--- src/rtl/vdm_pkg.sv ---
package vdm_pkg;

    typedef enum logic [1:0] {
        MODE_PAR_ALT = 2'b00,
        MODE_SINGLE  = 2'b01,
        MODE_DUAL    = 2'b10,
        MODE_PAR     = 2'b11
    } vdm_mode_e;

    localparam int unsigned TAG_W = 2;

    typedef logic [TAG_W-1:0] vdm_tag_t;

endpackage

--- src/rtl/vdm_phase.sv ---
module vdm_phase
    import vdm_pkg::*;
(
    input  logic       clk,
    input  logic       rst_n,
    input  logic [1:0] mode_i,
    input  logic       sync_i,
    input  logic       align_i,
    output vdm_tag_t   tag_o,
    output logic       core_en_o
);

    typedef struct packed {
        logic     sync;
        vdm_tag_t tag;
        logic     en;
    } phase_t;

    phase_t   st_d, st_q;
    vdm_tag_t mask;
    logic     fall;

    always_comb begin
        st_d = st_q;
        mask = (mode_i == MODE_SINGLE) ? vdm_tag_t'(3) : vdm_tag_t'(1);
        fall = st_q.sync & ~sync_i;
        st_d.sync = sync_i;
        st_d.tag  = fall ? '0 : ((st_q.tag + vdm_tag_t'(1)) & mask);
        st_d.en   = align_i ? 1'b0 : ~st_q.en;
    end

    always_ff @(posedge clk or negedge rst_n) begin
        if (!rst_n) begin
            st_q.sync <= 1'b0;
            st_q.tag  <= '1;
            st_q.en   <= 1'b0;
        end else begin
            st_q <= st_d;
        end
    end

    assign tag_o     = st_d.tag;
    assign core_en_o = (mode_i == MODE_SINGLE) ? st_q.en : 1'b1;

endmodule

--- src/rtl/vdm_delay.sv ---
module vdm_delay #(
    parameter int unsigned WID   = 54,
    parameter int unsigned DEPTH = 4
) (
    input  logic                      clk,
    input  logic                      rst_n,
    input  logic [WID-1:0]            in_i,
    output logic [DEPTH-1:0][WID-1:0] tap_o
);

    logic [DEPTH-1:0][WID-1:0] pipe_d, pipe_q;

    always_comb begin
        pipe_d[0] = in_i;
    end

    for (genvar g = 1; g < DEPTH; g++) begin : g_stage
        always_comb begin
            pipe_d[g] = pipe_q[g-1];
        end
    end

    always_ff @(posedge clk or negedge rst_n) begin
        if (!rst_n) begin
            pipe_q <= '0;
        end else begin
            pipe_q <= pipe_d;
        end
    end

    assign tap_o = pipe_q;

endmodule

--- src/rtl/vdm_select.sv ---
module vdm_select
    import vdm_pkg::*;
#(
    parameter int unsigned DW    = 13,
    parameter int unsigned DEPTH = 4,
    localparam int unsigned WID  = 4 * DW + TAG_W
) (
    input  logic                      clk,
    input  logic                      rst_n,
    input  logic [1:0]                mode_i,
    input  logic [DEPTH-1:0][WID-1:0] tap_i,
    output logic [DW-1:0]             y_o,
    output logic [DW-1:0]             cb_o,
    output logic [DW-1:0]             cr_o,
    output logic [DW-1:0]             key_o,
    output logic                      valid_o
);

    localparam int unsigned TAP_PAR    = 1;
    localparam int unsigned TAP_DUAL   = 2;
    localparam int unsigned TAP_SINGLE = 3;

    typedef struct packed {
        logic [DW-1:0] y;
        logic [DW-1:0] cb;
        logic [DW-1:0] cr;
        logic [DW-1:0] key;
        logic          valid;
    } out_t;

    out_t          o_d, o_q;
    logic [WID-1:0] w;
    logic [DW-1:0]  fa, fb, fc, fd;
    vdm_tag_t       ft;

    always_comb begin
        o_d = o_q;
        case (mode_i)
            MODE_SINGLE: w = tap_i[TAP_SINGLE];
            MODE_DUAL:   w = tap_i[TAP_DUAL];
            default:     w = tap_i[TAP_PAR];
        endcase
        fa = w[DW-1:0];
        fb = w[2*DW-1:DW];
        fc = w[3*DW-1:2*DW];
        fd = w[4*DW-1:3*DW];
        ft = w[WID-1:4*DW];
        o_d.key = fd;
        case (mode_i)
            MODE_SINGLE: begin
                o_d.valid = ft[0];
                case (ft)
                    2'd0:    o_d.cb = fa;
                    2'd2:    o_d.cr = fa;
                    default: o_d.y  = fa;
                endcase
            end
            MODE_DUAL: begin
                o_d.valid = 1'b1;
                o_d.y     = fa;
                if (ft[0]) o_d.cr = fb;
                else       o_d.cb = fb;
            end
            default: begin
                o_d.valid = 1'b1;
                o_d.y     = fa;
                o_d.cb    = fb;
                o_d.cr    = fc;
            end
        endcase
    end

    always_ff @(posedge clk or negedge rst_n) begin
        if (!rst_n) begin
            o_q <= '0;
        end else begin
            o_q <= o_d;
        end
    end

    assign y_o     = o_q.y;
    assign cb_o    = o_q.cb;
    assign cr_o    = o_q.cr;
    assign key_o   = o_q.key;
    assign valid_o = o_q.valid;

endmodule

--- src/rtl/vid_demux.sv ---
module vid_demux
    import vdm_pkg::*;
#(
    parameter int unsigned DW = 13
) (
    input  logic          clk,
    input  logic          rst_n,
    input  logic [1:0]    mode_i,
    input  logic          sync_i,
    input  logic          align_i,
    input  logic [DW-1:0] a_i,
    input  logic [DW-1:0] b_i,
    input  logic [DW-1:0] c_i,
    input  logic [DW-1:0] d_i,
    output logic [DW-1:0] y_o,
    output logic [DW-1:0] cb_o,
    output logic [DW-1:0] cr_o,
    output logic [DW-1:0] key_o,
    output logic          valid_o,
    output logic          core_en_o
);

    localparam int unsigned MAX_LAT = 5;
    localparam int unsigned DEPTH   = MAX_LAT - 1;
    localparam int unsigned WID     = 4 * DW + TAG_W;

    vdm_tag_t                  tag;
    logic [WID-1:0]            word;
    logic [DEPTH-1:0][WID-1:0] taps;

    vdm_phase u_phase (
        .clk       (clk),
        .rst_n     (rst_n),
        .mode_i    (mode_i),
        .sync_i    (sync_i),
        .align_i   (align_i),
        .tag_o     (tag),
        .core_en_o (core_en_o)
    );

    assign word = {tag, d_i, c_i, b_i, a_i};

    vdm_delay #(.WID(WID), .DEPTH(DEPTH)) u_delay (
        .clk   (clk),
        .rst_n (rst_n),
        .in_i  (word),
        .tap_o (taps)
    );

    vdm_select #(.DW(DW), .DEPTH(DEPTH)) u_select (
        .clk     (clk),
        .rst_n   (rst_n),
        .mode_i  (mode_i),
        .tap_i   (taps),
        .y_o     (y_o),
        .cb_o    (cb_o),
        .cr_o    (cr_o),
        .key_o   (key_o),
        .valid_o (valid_o)
    );

endmodule

--- config.mk ---
export PLATFORM = sky130hd
export DESIGN_NAME = vid_demux
export DESIGN_NICKNAME = d
export VERILOG_FILES = /design/src/rtl/vdm_pkg.sv /design/src/rtl/vdm_phase.sv /design/src/rtl/vdm_delay.sv /design/src/rtl/vdm_select.sv /design/src/rtl/vid_demux.sv
export SDC_FILE = /design/constraint.sdc
export NUM_CORES = 1
export LEC_CHECK = 0
export ABC_AREA = 1
export BUFFER_PORTS_ARGS = -buffer_cell sky130_fd_sc_hd__buf_2
export CORE_ASPECT_RATIO = 0.5
export CORE_UTILIZATION = 45
export CTS_BUF_LIST = sky130_fd_sc_hd__clkbuf_8
export CTS_CLUSTER_SIZE = 20
export DETAILED_ROUTE_END_ITERATION = 10
export GPL_ROUTABILITY_DRIVEN = 0
export PLACE_DENSITY = 0.63
export SLEW_MARGIN = 10
export SYNTH_ARGS = -nofsm -noshare
export SYNTH_HDL_FRONTEND = slang
export SYNTH_SLANG_ARGS = --single-unit
--- constraint.sdc ---
create_clock -name clk -period 1.5 [get_ports clk]
set_clock_uncertainty 0.15 [all_clocks]
set_input_delay 0.3 -clock clk [delete_from_list [all_inputs] [get_ports clk]]
set_output_delay 0.3 -clock clk [all_outputs]
set_load 0.005 [all_outputs]
After elaboration in Yosys (flattened, before gate mapping) --
Index checks and enable logic that the tools add are counted.
Operators by class: add/sub/neg operators 1, reductions and logical operators 4, bitwise gates (word level) 4, equal/unequal tests 8, mux-type cells 12
Operator list (count):
- $pmux W54 S2 | 1
- $pmux W39 S2 | 1
- $mux W13 | 5
- $ne A2 B1 Y1 const B | 3
- $eq A2 B2 Y1 const B | 2
- $mux W2 | 2
- $ne A2 B2 Y1 const B | 2
- $reduce_and A2 Y1 | 2
- $mux W1 | 3
- $add A2 B1 Y2 const B | 1
- $and A2 B2 Y2 | 1
- $eq A2 B1 Y1 const B | 1
- $logic_not A2 Y1 | 1
- $not A1 Y1 | 2
- $reduce_or A2 Y1 | 1
- $and A1 B1 Y1 | 1
Storage, ports and cells: bits of input ports 58, flip-flop bits (word level) 273, word-level logic and storage cells 41, output and inout bits 54

Longest topological paths before layout --
Gate-level depths: netlist (run 1).
depth in word-level cells 6, depth in mapped cells 13, depth with buffers taken out 11

Modules after synthesis --
From an unflattened synthesis (run 1), not the netlist that was laid out.
Second synthesis, totals: cell total of the unflattened synthesis 720, area total of the unflattened synthesis 8812.2 µm²
Modules (own cells, without submodules):
- vdm_delay | cells an instance 216, area an instance 5405.2 µm², seq. area each 5405.2 µm², times used 1
- vdm_select | cells an instance 483, area an instance 3229.3 µm², seq. area each 1326.3 µm², times used 1
- vdm_phase | cells an instance 21, area an instance 177.7 µm², seq. area each 102.6 µm², times used 1

Worst setup path after synthesis (run 1) --
OpenSTA, ideal clock, no wires.
path kind input-to-reg, from input mode_i[0], to register u_select.o_q, in the netlist u_select.cr_o[6], slack -0.312 ns, arrival time 1.546 ns, path buffers 3, setup time 0.116 ns, cell stages on the path 13, required time 1.234 ns, cell sequence inv_1 -> ha_1 -> buf_4 -> inv_2 -> buf_6 -> buf_6 -> or2_1 -> nand3_1 -> nand2_1 -> nand2_1 -> nand2_1 -> nand2_1 -> nand2_1
On the way: word-level cells in the longest chain between the ends 5, elaborated cells on any way between the ends 10, those cells by class eq/ne (5); mux (4); reduce/logical (1)
Ends and longest elaborated chain:
- start: declaration | RTL line vid_demux.sv:8 | input logic [1:0] mode_i,
- $eq A2 B2 Y1 / $eq A2 B1 Y1 (equally long branches) | RTL line vdm_select.sv:38, vdm_select.sv:49
- $pmux W54 S2 | RTL line vdm_select.sv:38 | case (mode_i)
- $eq A2 B2 Y1 | RTL line vdm_select.sv:52 | case (ft)
- $ne A2 B1 Y1 (no line)
- $reduce_and A2 Y1 (no line)
- end signal: assignment | RTL line vdm_select.sv:75 | o_q <= '0;
- end signal: assignment | RTL line vdm_select.sv:77 | o_q <= o_d;
- end: declaration | RTL line vdm_select.sv:31 | out_t o_d, o_q;
Several ways; a longest one is shown, not always the timed one. The select of a mux whose other input is x is not followed. A chain may end at the register's enable or synchronous reset.

Worst setup path in the final report (run 1) --
from register u_phase.st_q[0] (netlist bit), to output core_en_o
On the way: word-level cells in the longest chain between the ends 1
Ends and longest elaborated chain:
- start: declaration | RTL line vdm_phase.sv:19 | phase_t st_d, st_q;
- start signal: assignment | RTL line vdm_phase.sv:38 | st_q <= st_d;
- $mux W1 | RTL line vdm_phase.sv:43 | assign core_en_o = (mode_i == MODE_SINGLE) ? st_q.en : 1'b1;
- end: declaration | RTL line vid_demux.sv:20 | output logic core_en_o
Every way passes these cells.

==> qor.csv, run 1 <==
stage,metric,value,unit
global_route,number of global-route vias before repair,5677,
detailed_routing,DRC errors left,0,
final_layout,Sequential Area,6180,sq um
final_layout,"commonest non-fill, non-tap cells in the layout","245 x dfrtp_1, 224 x nand2_1, 105 x buf_2",
clocking,maximum level of the CTS H-tree,2,
critical_path,CP required,1.05,ns
yosys,cells after synthesis,682,
final_layout,fill cell count,1407,
floorplan,num rows,34,
critical_path,"Max FO, Critical Path",2,
yosys,Mapped Area,8140,sq um
floorplan,die extent in y,97.1,um
final_layout,post-layout util,61.8,%
sta,final hold slack,0.130,ns
final_layout,Non-Filler Instances,1178,
clocking,CTS tree,built,
sta,max-slew violation count,0,
yosys,post-synthesis simple-gate area fraction,17.8,%
placement,dpl cells,1047,
yosys,commonest register cell after synthesis,dfrtp_1,
detailed_routing,Avg WL per Cell,14.9,um
yosys,post-synthesis xor/xnor area fraction,0.108,%
clocking,CTS sink count,247,
yosys,number of synthesized flops with an enable pin,0,
critical_path,CP startpoint kind,register,
floorplan,CORE AREA,17500,sq um
detailed_routing,Routed Wire Length,17.5,mm
detailed_routing,vias,5441,
yosys,Synth Net Count,743,
yosys,largest family of logic cells by synthesized area,simple AND/OR/NAND/NOR gates,
clocking,latest clock arrival within the worst-skew pair,0.53,ns
sta,final setup fails,18,
yosys,"Seq/Total Area, Yosys",75.9,%
critical_path,Critical Path AT,1.26,ns
final_layout,"most common cell after layout, fill and taps aside",dfrtp_1,
global_route,total track usage,20.4,%
sta,hold violation total from the final report,0,
critical_path,CP Capture Type,output port,
final_layout,ANT cells,0,
sta,RSZ-0062 raised after global routing,true,
sta,worst setup margin,-0.213,ns
global_route,gr ovfl total,0,
critical_path,Crit-path slowest cell,dfrtp_1,
power_and_ir_drop,P_leak,0.00537,uW
detailed_routing,Via density,4.62,
job,Max-Cap Viols,0,
outcome,outcome,finished with violations,
yosys,ys async rst share,100,%
detailed_routing,Pre-antenna DRT Iters,5,
power_and_ir_drop,P per Cell Area,1330,nW/um^2
yosys,Ys Warns,0,
yosys,Synth Area per Inst,11.9,sq um
floorplan,die area,18700,sq um
placement,Port Buffers,111,
clocking,clock buffer depth,3,
yosys,count of cell types in the netlist,23,
detailed_routing,Starting DRT DRC Count,335,
global_route,first-pass GRT wire length,29.0,mm
detailed_routing,Antenna Violating Nets Remaining,0,
clocking,root buf cell,clkbuf_8,
outcome,failing checks,setup timing,
yosys,Synth Area in Adders,0.461,%
clocking,total CTS buffers,35,
placement,dpl ws,-0.480,ns
sta,Tightest Pin Transition,0.373,ns
final_layout,area of the multi-input gates,1840,sq um
final_layout,Layout Nets,981,
yosys,Synth Area in Compound Gates,3.09,%
yosys,Synth Register Bits,247,
power_and_ir_drop,maximum VDD drop,733,uV
placement,hpwl dp,11.2,mm
floorplan,chip width,192,um
sta,post-route clock period utilization,114,%
floorplan,IO Pins,112,
critical_path,crit-path max cell delay,0.39,ns
sta,crit path time final,1.71,ns
yosys,mux share of post-synthesis cell area,0,%
global_route,initial antenna violation count,0,
final_layout,fraction of layout cells with a size suffix above 1,28.1,%
hold_path,Worst Hold Class,input pin to async pin,
global_route,largest net degree at the start of global routing,46,
floorplan,Starting Density,46.5,%
final_layout,Area Growth Syn to Fin,33.1,%
sta,f_max,584,MHz
critical_path,WS Path Type,register to output port,
sta,Worst slew margin,75.1,%
clocking,"Reg clk slew, reported paths",0.07,ns
critical_path,crit-path cells,or2_4 -> buf_6,
==> cells by family after synthesis <==
family,count (synthesis)
and+or+nand+nor,346
DFF,247
AOI/OAI and AO/OA,48
buffers and inverters,37
adders and majority gates,3
xor gates and xnor gates,1
==> layer usage <==
metal,GRT usage (%),up-vias,routed length [um]
li1,-,2627,-
met1,30.2,2658,8570
met2,29.5,125,7540
met3,5.45,31,1080
met4,5.81,0,312
met5,0,-,0
==> worst max-delay path, delay by kind of cell, from the launching register on <==
kind	cells	cell delay [ns]
DFF	1	0.39
buffers and inverters	1	0.11
and+or+nand+nor	1	0.24
==> Yosys cell counts, types with 5 or more instances <==
cell type	n	area, sq um
or2_2	6	37.5
nor2_1	41	154
nand3_1	44	220
inv_1	6	22.5
buf_6	5	56.3
buf_4	5	37.5
buf_2	10	50.1
or2_1	16	100
clkbuf_1	8	30.0
dfrtp_1	245	6130
a21oi_1	47	235
nand2_1	229	860
==> report_power, final <==
part / total (uW) / internal (uW) / switching (uW)
logic: 1790 / 866 / 929
clock network: 5180 / 2710 / 2480
registers: 7430 / 7170 / 255
total: 14400 / 10700 / 3660
==> metrics by stage <==
step                setup TNS [ns]  area, sq um  total power [uW]
floorplan                    -6.88         8200              8210
global placement            -18.76         9380              9070
detailed placement          -19.76         9380              9110
CTS                          -1.31        10700             14500
global route                 -2.70        10800             15200
finish                      -0.626        10800             14400
==> state kept, by name, indices dropped and copies added (netlist names) <==
name              flops
u_delay.tap_o       190
u_select.cb_o        13
u_select.valid_o      1
u_select.key_o       13
u_phase.st_q          4
u_select.y_o         13
u_select.cr_o        13
==> cell type report <==
class	count	area share [%]
tap	234	2.70
inverter	9	0.473
sequential	247	57.1
clock buffer	45	5.71
clock inverter	16	0.716
timing repair buffer	229	16.3
multi-input combinational	398	17.0
==> path summary, 6_finish.rpt <==
kind | startpoint | endpoint | slack (ns) | cells past startpoint
worst max-delay path | u_phase.st_q[0]$_DFF_PN0_ | core_en_o | -0.21 | 2
worst min-delay path | rst_n | u_delay.tap_o[56]$_DFF_PN0_ | 0.13 | 2
worst max register to register | u_delay.tap_o[107]$_DFF_PN0_ | u_select.cr_o[10]$_DFFE_PN0P_ | 0.04 | 8
worst min register to register | u_delay.tap_o[6]$_DFF_PN0_ | u_delay.tap_o[60]$_DFF_PN0_ | 0.19 | 0
max in group asynchronous | rst_n | u_phase.st_q[2]$_DFF_PN1_ | 0.48 | 3
min in group clk | u_delay.tap_o[6]$_DFF_PN0_ | u_delay.tap_o[60]$_DFF_PN0_ | 0.19 | 0
==> repair_timing <==
action,4_1_cts,5_1_grt
endpoints found under the hold margin,303,0
setup endpoints to repair,38,77
hold buffers,55,0
resized for setup,5,19
buffers inserted,11,4
pin swaps,1,0
Power figures use the tool's default switching activity.
==> run 2, diff against run 1 <==
--- a/config.mk
+++ b/config.mk
@@ -9,7 +9,7 @@
 export BUFFER_PORTS_ARGS = -buffer_cell sky130_fd_sc_hd__buf_2
 export CORE_ASPECT_RATIO = 0.5
 export CORE_UTILIZATION = 45
-export CTS_BUF_LIST = sky130_fd_sc_hd__clkbuf_8
+export CTS_BUF_LIST = sky130_fd_sc_hd__clkbuf_16
 export CTS_CLUSTER_SIZE = 20
 export DETAILED_ROUTE_END_ITERATION = 10
 export GPL_ROUTABILITY_DRIVEN = 0
==> run 2 against run 1 <==
Against the previous run:
- sequential share of layout area increased by 0.61 points
- critical path type unchanged
- fmax up 1.3%
- via count decreased by 1.8%
- the run still ends with setup timing left
- cell count is 2.4% lower
==> qor.csv, run 2 (synthesis gave the netlist of run 1 again) <==
stage,metric,value,unit,change
outcome,outcome,finished with violations,,unchanged
outcome,failing checks,setup timing,,unchanged
hold_path,Worst Hold Class,input pin to async pin,,unchanged
placement,dpl cells,1047,,unchanged
floorplan,chip width,192,um,unchanged
critical_path,crit-path max cell delay,0.39,ns,about the same
sta,f_max,592,MHz,was 584 MHz
critical_path,CP Capture Type,output port,,unchanged
placement,post-placement cell area,9380,sq um,unchanged
global_route,gr ovfl total,0,,unchanged
sta,Worst slew margin,75.1,%,about the same
global_route,first-pass GRT wire length,28.6,mm,was 29.0 mm
floorplan,num rows,34,,unchanged
sta,Tightest Pin Transition,0.374,ns,was 0.373 ns
final_layout,"most common cell after layout, fill and taps aside",dfrtp_1,,unchanged
power_and_ir_drop,P_leak,0.00528,uW,was 0.00537 uW
critical_path,Critical Path AT,1.24,ns,was 1.26 ns
critical_path,CP startpoint kind,register,,unchanged
floorplan,die extent in y,97.1,um,unchanged
detailed_routing,Routed Wire Length,17.3,mm,was 17.5 mm
final_layout,ANT cells,0,,unchanged
placement,dpl ws,-0.480,ns,unchanged
detailed_routing,Pre-antenna DRT Iters,4,,was 5
placement,Port Buffers,111,,unchanged
sta,post-route clock period utilization,113,%,was 114%
final_layout,design area,10700,sq um,was 10800 sq um
detailed_routing,vias,5342,,was 5441
power_and_ir_drop,P per Cell Area,1330,nW/um^2,about the same
floorplan,CORE AREA,17500,sq um,unchanged
clocking,latest clock arrival within the worst-skew pair,0.50,ns,was 0.53 ns
sta,crit path time final,1.69,ns,was 1.71 ns
global_route,number of global-route vias before repair,5532,,was 5677
detailed_routing,DRC errors left,0,,unchanged
clocking,total CTS buffers,22,,was 35
detailed_routing,Avg WL per Cell,15.0,um,was 14.9 um
final_layout,post-layout util,61.2,%,was 61.8%
power_and_ir_drop,Int Power,10800,uW,was 10700 uW
detailed_routing,Antenna Violating Nets Remaining,0,,unchanged
sta,hold violation total from the final report,0,,unchanged
clocking,root buf cell,clkbuf_16,,was clkbuf_8
global_route,total track usage,19.8,%,was 20.4%
detailed_routing,Starting DRT DRC Count,244,,was 335
final_layout,Non-Filler Instances,1150,,was 1178
clocking,"Reg clk slew, reported paths",0.06,ns,was 0.07 ns
final_layout,Area Growth Syn to Fin,31.7,%,was 33.1%
final_layout,fraction of layout cells with a size suffix above 1,25.9,%,was 28.1%
job,Max-Cap Viols,0,,unchanged
critical_path,CP required,1.05,ns,about the same
power_and_ir_drop,Net Sw Frac,24.6,%,was 25.4%
sta,worst setup margin,-0.190,ns,was -0.213 ns
power_and_ir_drop,combinational power share,12.2,%,was 12.5%
critical_path,R2R Setup Slk,0,ns,was 0.04 ns
floorplan,die area,18700,sq um,unchanged
clocking,CTS tree,built,,unchanged
sta,max-slew violation count,0,,unchanged
floorplan,Starting Density,46.5,%,unchanged
final_layout,Layout Nets,962,,was 981
critical_path,crit-path cells,or2_4 -> buf_6,,unchanged
clocking,clock buffer depth,3,,unchanged
clocking,maximum level of the CTS H-tree,1,,was 2
critical_path,Crit-path slowest cell,dfrtp_1,,unchanged
placement,hpwl dp,11.2,mm,unchanged
critical_path,WS Path Type,register to output port,,unchanged
power_and_ir_drop,sw power,3510,uW,was 3660 uW
global_route,largest net degree at the start of global routing,46,,unchanged
power_and_ir_drop,clock network fraction of total power,35.7,%,was 36.0%
power_and_ir_drop,Sequential Power Share,52.0,%,was 51.6%
detailed_routing,Via density,4.65,,was 4.62
power_and_ir_drop,maximum VDD drop,833,uV,was 733 uV
sta,RSZ-0062 raised after global routing,true,,unchanged
floorplan,IO Pins,112,,unchanged
final_layout,max reg flops,190,,unchanged
global_route,initial antenna violation count,0,,unchanged
clocking,CTS sink count,247,,unchanged
final_layout,"commonest non-fill, non-tap cells in the layout","245 x dfrtp_1, 224 x nand2_1, 107 x buf_2",,"was 245 x dfrtp_1, 224 x nand2_1, 105 x buf_2"
critical_path,"Max FO, Critical Path",2,,unchanged
sta,final setup fails,4,,was 18
run 2: cell count changes in the layout (fill, tap and decap cells not counted), sizes merged:
cell	previous run	this run
clkbuf	46	23
clkinvlp	1	0
clkinv	4	13
buf	173	168
inv	20	12
run 2: worst max-delay path, delay by kind of cell (launching register included):
kind | cells | cell delay, ns
simple gates | 1 | 0.24
flops | 1 | 0.39
buf+inv | 1 | 0.11
run 2: stage by stage:
stage / total power [uW] / hold WS, ns / setup TNS, ns
after global routing: 14900 / 0.164 / -1.46
after global placement: 9070 / 0.0670 / -18.76
after detailed placement: 9110 / 0.0768 / -19.76
after CTS: 14400 / 0.148 / -0.295
final: 14300 / 0.149 / -0.257
after floorplan: 8210 / -0.146 / -6.88
run 2: final timing paths:
kind,depth (start not counted),startpoint,end
max in group asynchronous,3,rst_n,u_phase.st_q[2]$_DFF_PN1_
setup reg to reg,8,u_delay.tap_o[107]$_DFF_PN0_,u_select.cr_o[7]$_DFFE_PN0P_
hold / removal,2,rst_n,u_select.key_o[1]$_DFF_PN0_
setup / recovery,2,u_phase.st_q[0]$_DFF_PN0_,core_en_o
hold reg to reg,0,u_delay.tap_o[38]$_DFF_PN0_,u_delay.tap_o[92]$_DFF_PN0_
min in group clk,0,u_delay.tap_o[38]$_DFF_PN0_,u_delay.tap_o[92]$_DFF_PN0_
run 2: area by class of cell:
cell class / count / area, sq um
clock buffers: 23 / 576
clock inverters: 16 / 71.3
fillers: 1428 / 6800
inverters: 9 / 51.3
multi-input cells: 398 / 1840
flip-flops and latches: 247 / 6180
well taps: 234 / 293
repair buffers: 223 / 1710
run 2: routing by layer:
metal | wire, um | vias up | track usage, %
li1 | - | 2585 | -
met1 | 8290 | 2606 | 29.6
met2 | 7660 | 130 | 30.0
met3 | 1070 | 21 | 4.48
met4 | 265 | 0 | 3.45
met5 | 0 | - | 0
run 2: repair_timing:
action,CTS,global route
pin swaps,1,0
endpoints found under the hold margin,302,0
hold buffers,55,0
gates resized for setup,5,14
setup buffers,1,8
setup endpoints to repair,10,51
run 2: power by group through the flow:
stage / Sequential [uW] / Clock (uW) / Combinational (uW)
2_1_floorplan: 7500 / 0 / 716
3_3_place_gp: 7540 / 0 / 1530
3_5_place_dp: 7550 / 0 / 1560
4_1_cts: 7430 / 5230 / 1690
5_1_grt: 7480 / 5500 / 1970
6_report: 7430 / 5100 / 1750
==> run 3, diff against run 2 <==
--- a/config.mk
+++ b/config.mk
@@ -6,6 +6,7 @@
 export NUM_CORES = 1
 export LEC_CHECK = 0
 export ABC_AREA = 1
+export ABC_CLOCK_PERIOD_IN_PS = 1500
 export BUFFER_PORTS_ARGS = -buffer_cell sky130_fd_sc_hd__buf_2
 export CORE_ASPECT_RATIO = 0.5
 export CORE_UTILIZATION = 45
@@ -14,7 +15,7 @@
 export DETAILED_ROUTE_END_ITERATION = 10
 export GPL_ROUTABILITY_DRIVEN = 0
 export PLACE_DENSITY = 0.63
-export SLEW_MARGIN = 10
 export SYNTH_ARGS = -nofsm -noshare
 export SYNTH_HDL_FRONTEND = slang
+export SYNTH_HIERARCHICAL = 1
 export SYNTH_SLANG_ARGS = --single-unit
==> run 3 against run 2 <==
Against the previous run:
- the run ends with DRC, setup timing left
- register-to-register slack gained 0.03 ns
- worst setup slack gained 0.17 ns
- die area increased by 0.25%
- worst hold slack got worse by 0.014 ns
- cell count rose by 1.2%
- clock power rose by 14%
- global-route usage decreased by 1.3 points
- sequential share of layout area fell by 0.82 points
- combinational power about the same
- wire length is 6.6% lower
- final area rose by 1.4%
==> qor.csv, run 3 <==
stage,metric,value,unit,change
outcome,outcome,finished with violations,,unchanged
outcome,failing checks,"DRC, setup timing",,was setup timing
clocking,maximum level of the CTS H-tree,1,,unchanged
global_route,total track usage,18.5,%,was 19.8%
final_layout,"commonest non-fill, non-tap cells in the layout","245 x dfrtp_1, 224 x nand2_1, 108 x buf_2",,"was 245 x dfrtp_1, 224 x nand2_1, 107 x buf_2"
floorplan,die area,18700,sq um,about the same
detailed_routing,Routed Wire Length,16.2,mm,was 17.3 mm
yosys,Synth Net Count,755,,was 743
placement,Port Buffers,111,,unchanged
detailed_routing,Antenna Violating Nets Remaining,0,,unchanged
critical_path,"Max FO, Critical Path",2,,unchanged
power_and_ir_drop,Net Sw Frac,23.4,%,was 24.6%
power_and_ir_drop,Int Power,11500,uW,was 10800 uW
final_layout,max reg flops,190,,unchanged
detailed_routing,Via density,4.58,,was 4.65
clocking,clock buffer depth,3,,unchanged
sta,Worst slew margin,77.8,%,was 75.1%
clocking,CTS tree,built,,unchanged
detailed_routing,Starting DRT DRC Count,203,,was 244
critical_path,worst r2r src,u_delay/tap_o[107]$_DFF_PN0_,,was u_delay.tap_o[107]$_DFF_PN0_
sta,RSZ-0062 raised after global routing,true,,unchanged
detailed_routing,DRC errors left,8,,was 0
sta,crit path time final,1.53,ns,was 1.69 ns
sta,f_max,656,MHz,was 592 MHz
critical_path,CP startpoint kind,register,,unchanged
sta,worst setup margin,-0.0250,ns,was -0.190 ns
global_route,number of global-route vias before repair,5487,,was 5532
power_and_ir_drop,sw power,3510,uW,about the same
clocking,root buf cell,clkbuf_16,,unchanged
power_and_ir_drop,maximum VDD drop,905,uV,was 833 uV
yosys,cells after synthesis,694,,was 682
critical_path,Crit-path slowest cell,dfrtp_1,,unchanged
power_and_ir_drop,total power,15000,uW,was 14300 uW
global_route,gr ovfl total,0,,unchanged
power_and_ir_drop,P per Cell Area,1380,nW/um^2,was 1330 nW/um^2
final_layout,ANT cells,0,,unchanged
power_and_ir_drop,clock network fraction of total power,38.9,%,was 35.7%
hold_path,Worst Hold Class,input pin to async pin,,unchanged
sta,max-slew violation count,0,,unchanged
critical_path,R2R Setup Slk,0.03,ns,was 0 ns
floorplan,num rows,34,,unchanged
placement,hpwl dp,10.3,mm,was 11.2 mm
critical_path,reg2reg path depth,7,,was 8
detailed_routing,Avg WL per Cell,13.9,um,was 15.0 um
global_route,first-pass GRT wire length,27.3,mm,was 28.6 mm
yosys,Mapped Area,8160,sq um,was 8140 sq um
global_route,largest net degree at the start of global routing,45,,was 46
final_layout,"most common cell after layout, fill and taps aside",dfrtp_1,,unchanged
sta,final setup fails,1,,was 4
power_and_ir_drop,P_leak,0.00536,uW,was 0.00528 uW
floorplan,CORE AREA,17600,sq um,was 17500 sq um
critical_path,WS Path Type,register to output port,,unchanged
final_layout,fill cell count,1408,,was 1428
critical_path,crit-path max cell delay,0.37,ns,was 0.39 ns
critical_path,Critical Path AT,1.08,ns,was 1.24 ns
clocking,total CTS buffers,22,,unchanged
critical_path,CP required,1.05,ns,about the same
critical_path,CP Capture Type,output port,,unchanged
clocking,latest clock arrival within the worst-skew pair,0.50,ns,about the same
floorplan,IO Pins,112,,unchanged
clocking,"Reg clk slew, reported paths",0.06,ns,about the same
critical_path,crit-path cells,inv_1 -> nand2_1 -> buf_2,,was or2_4 -> buf_6
sta,Tightest Pin Transition,0.333,ns,was 0.374 ns
detailed_routing,vias,5328,,was 5342
yosys,Ys Warns,6,,was 0
final_layout,fraction of layout cells with a size suffix above 1,27.3,%,was 25.9%
detailed_routing,Pre-antenna DRT Iters,8,,was 4
clocking,CTS sink count,247,,unchanged
placement,dpl cells,1058,,was 1047
floorplan,die extent in y,97.2,um,was 97.1 um
final_layout,Non-Filler Instances,1164,,was 1150
sta,hold violation total from the final report,0,,unchanged
floorplan,Starting Density,46.5,%,about the same
job,Max-Cap Viols,0,,unchanged
sta,final hold slack,0.134,ns,was 0.149 ns
power_and_ir_drop,Sequential Power Share,49.4,%,was 52.0%
placement,dpl ws,-0.546,ns,was -0.480 ns
critical_path,Crit Reg-Reg Endpoint,u_select/cr_o[9]$_DFFE_PN0P_,,was u_select.cr_o[7]$_DFFE_PN0P_
final_layout,Layout Nets,978,,was 962
power_and_ir_drop,combinational power share,11.7,%,was 12.2%
floorplan,chip width,192,um,about the same
final_layout,Area Growth Syn to Fin,33.3,%,was 31.7%
global_route,initial antenna violation count,0,,unchanged
yosys,Synth Area per Inst,11.8,sq um,was 11.9 sq um
sta,post-route clock period utilization,102,%,was 113%
-- run 3: layout make-up --
class	instances	area, sq um	share of cell area [%]
Clock inverter	14	174	1.60
Multi-Input combinational cell	403	1850	17.0
Inverter	13	66.3	0.610
Tap cell	234	293	2.69
Sequential cell	247	6180	56.9
Timing Repair Buffer	230	1730	15.9
Clock buffer	23	576	5.29
-- run 3: how the worst max path moves through the flow --
| stage | depth (start not counted) | to | slack, ns | start |
|---|---|---|---|---|
| floorplan | 13 | u_select/cr_o[10]$_DFFE_PN0P_ | -0.25 | mode_i[0] |
| global placement | 12 | u_select/cb_o[3]$_DFFE_PN0P_ | -0.49 | mode_i[0] |
| detailed placement | 13 | u_select/cr_o[9]$_DFFE_PN0P_ | -0.55 | mode_i[0] |
| CTS | 3 | core_en_o | -0.06 | u_phase/st_q[0]$_DFF_PN0_ |
| global route | 3 | core_en_o | -0.1 | u_phase/st_q[0]$_DFF_PN0_ |
| finish | 3 | core_en_o | -0.03 | u_phase/st_q[0]$_DFF_PN0_ |
-- run 3: worst max-delay path: cells and delay by family, from the launching register on --
family	cells	cell delay, ns
flip-flops	1	0.37
buffers and inverters	2	0.17
AND/OR/NAND/NOR	1	0.04
-- run 3: metal layers --
| layer | vias up | track usage, % | wire (um) | part of all wire (%) |
|---|---|---|---|---|
| met5 | - | 0 | 0 | 0 |
| met4 | 0 | 4.06 | 282 | 1.7 |
| met3 | 23 | 3.72 | 609 | 3.8 |
| met2 | 76 | 29.6 | 7710 | 48 |
| met1 | 2611 | 26.2 | 7550 | 47 |
| li1 | 2618 | - | - | - |
-- run 3: metrics by stage --
stage               cell area (sq um)  utilization [%]  TNS [ns]
floorplan                        8220                -     -5.85
global placement                 9340             53.2    -19.84
detailed placement               9340             53.2    -20.43
CTS                             10700             60.7   -0.0769
global route                    10900             61.9    -0.895
finish                          10900             61.9   -0.0250
-- run 3: power by group through the flow --
| stage | clock (uW) | sequential (uW) | combinational [uW] |
|---|---|---|---|
| 2_1_floorplan | 0 | 7500 | 708 |
| 3_3_place_gp | 0 | 7520 | 1480 |
| 3_5_place_dp | 0 | 7530 | 1500 |
| 4_1_cts | 5990 | 7410 | 1640 |
| 5_1_grt | 6270 | 7450 | 1990 |
| 6_report | 5830 | 7400 | 1760 |
-- run 3: repair_timing --
action / 4_1_cts / 5_1_grt
hold endpoints to repair: 305 / 1
hold buffers: 55 / 1
setup endpoints to repair: 25 / 54
gates resized for setup: 1 / 31
pin swaps: 2 / 6
setup buffers: 2 / 11
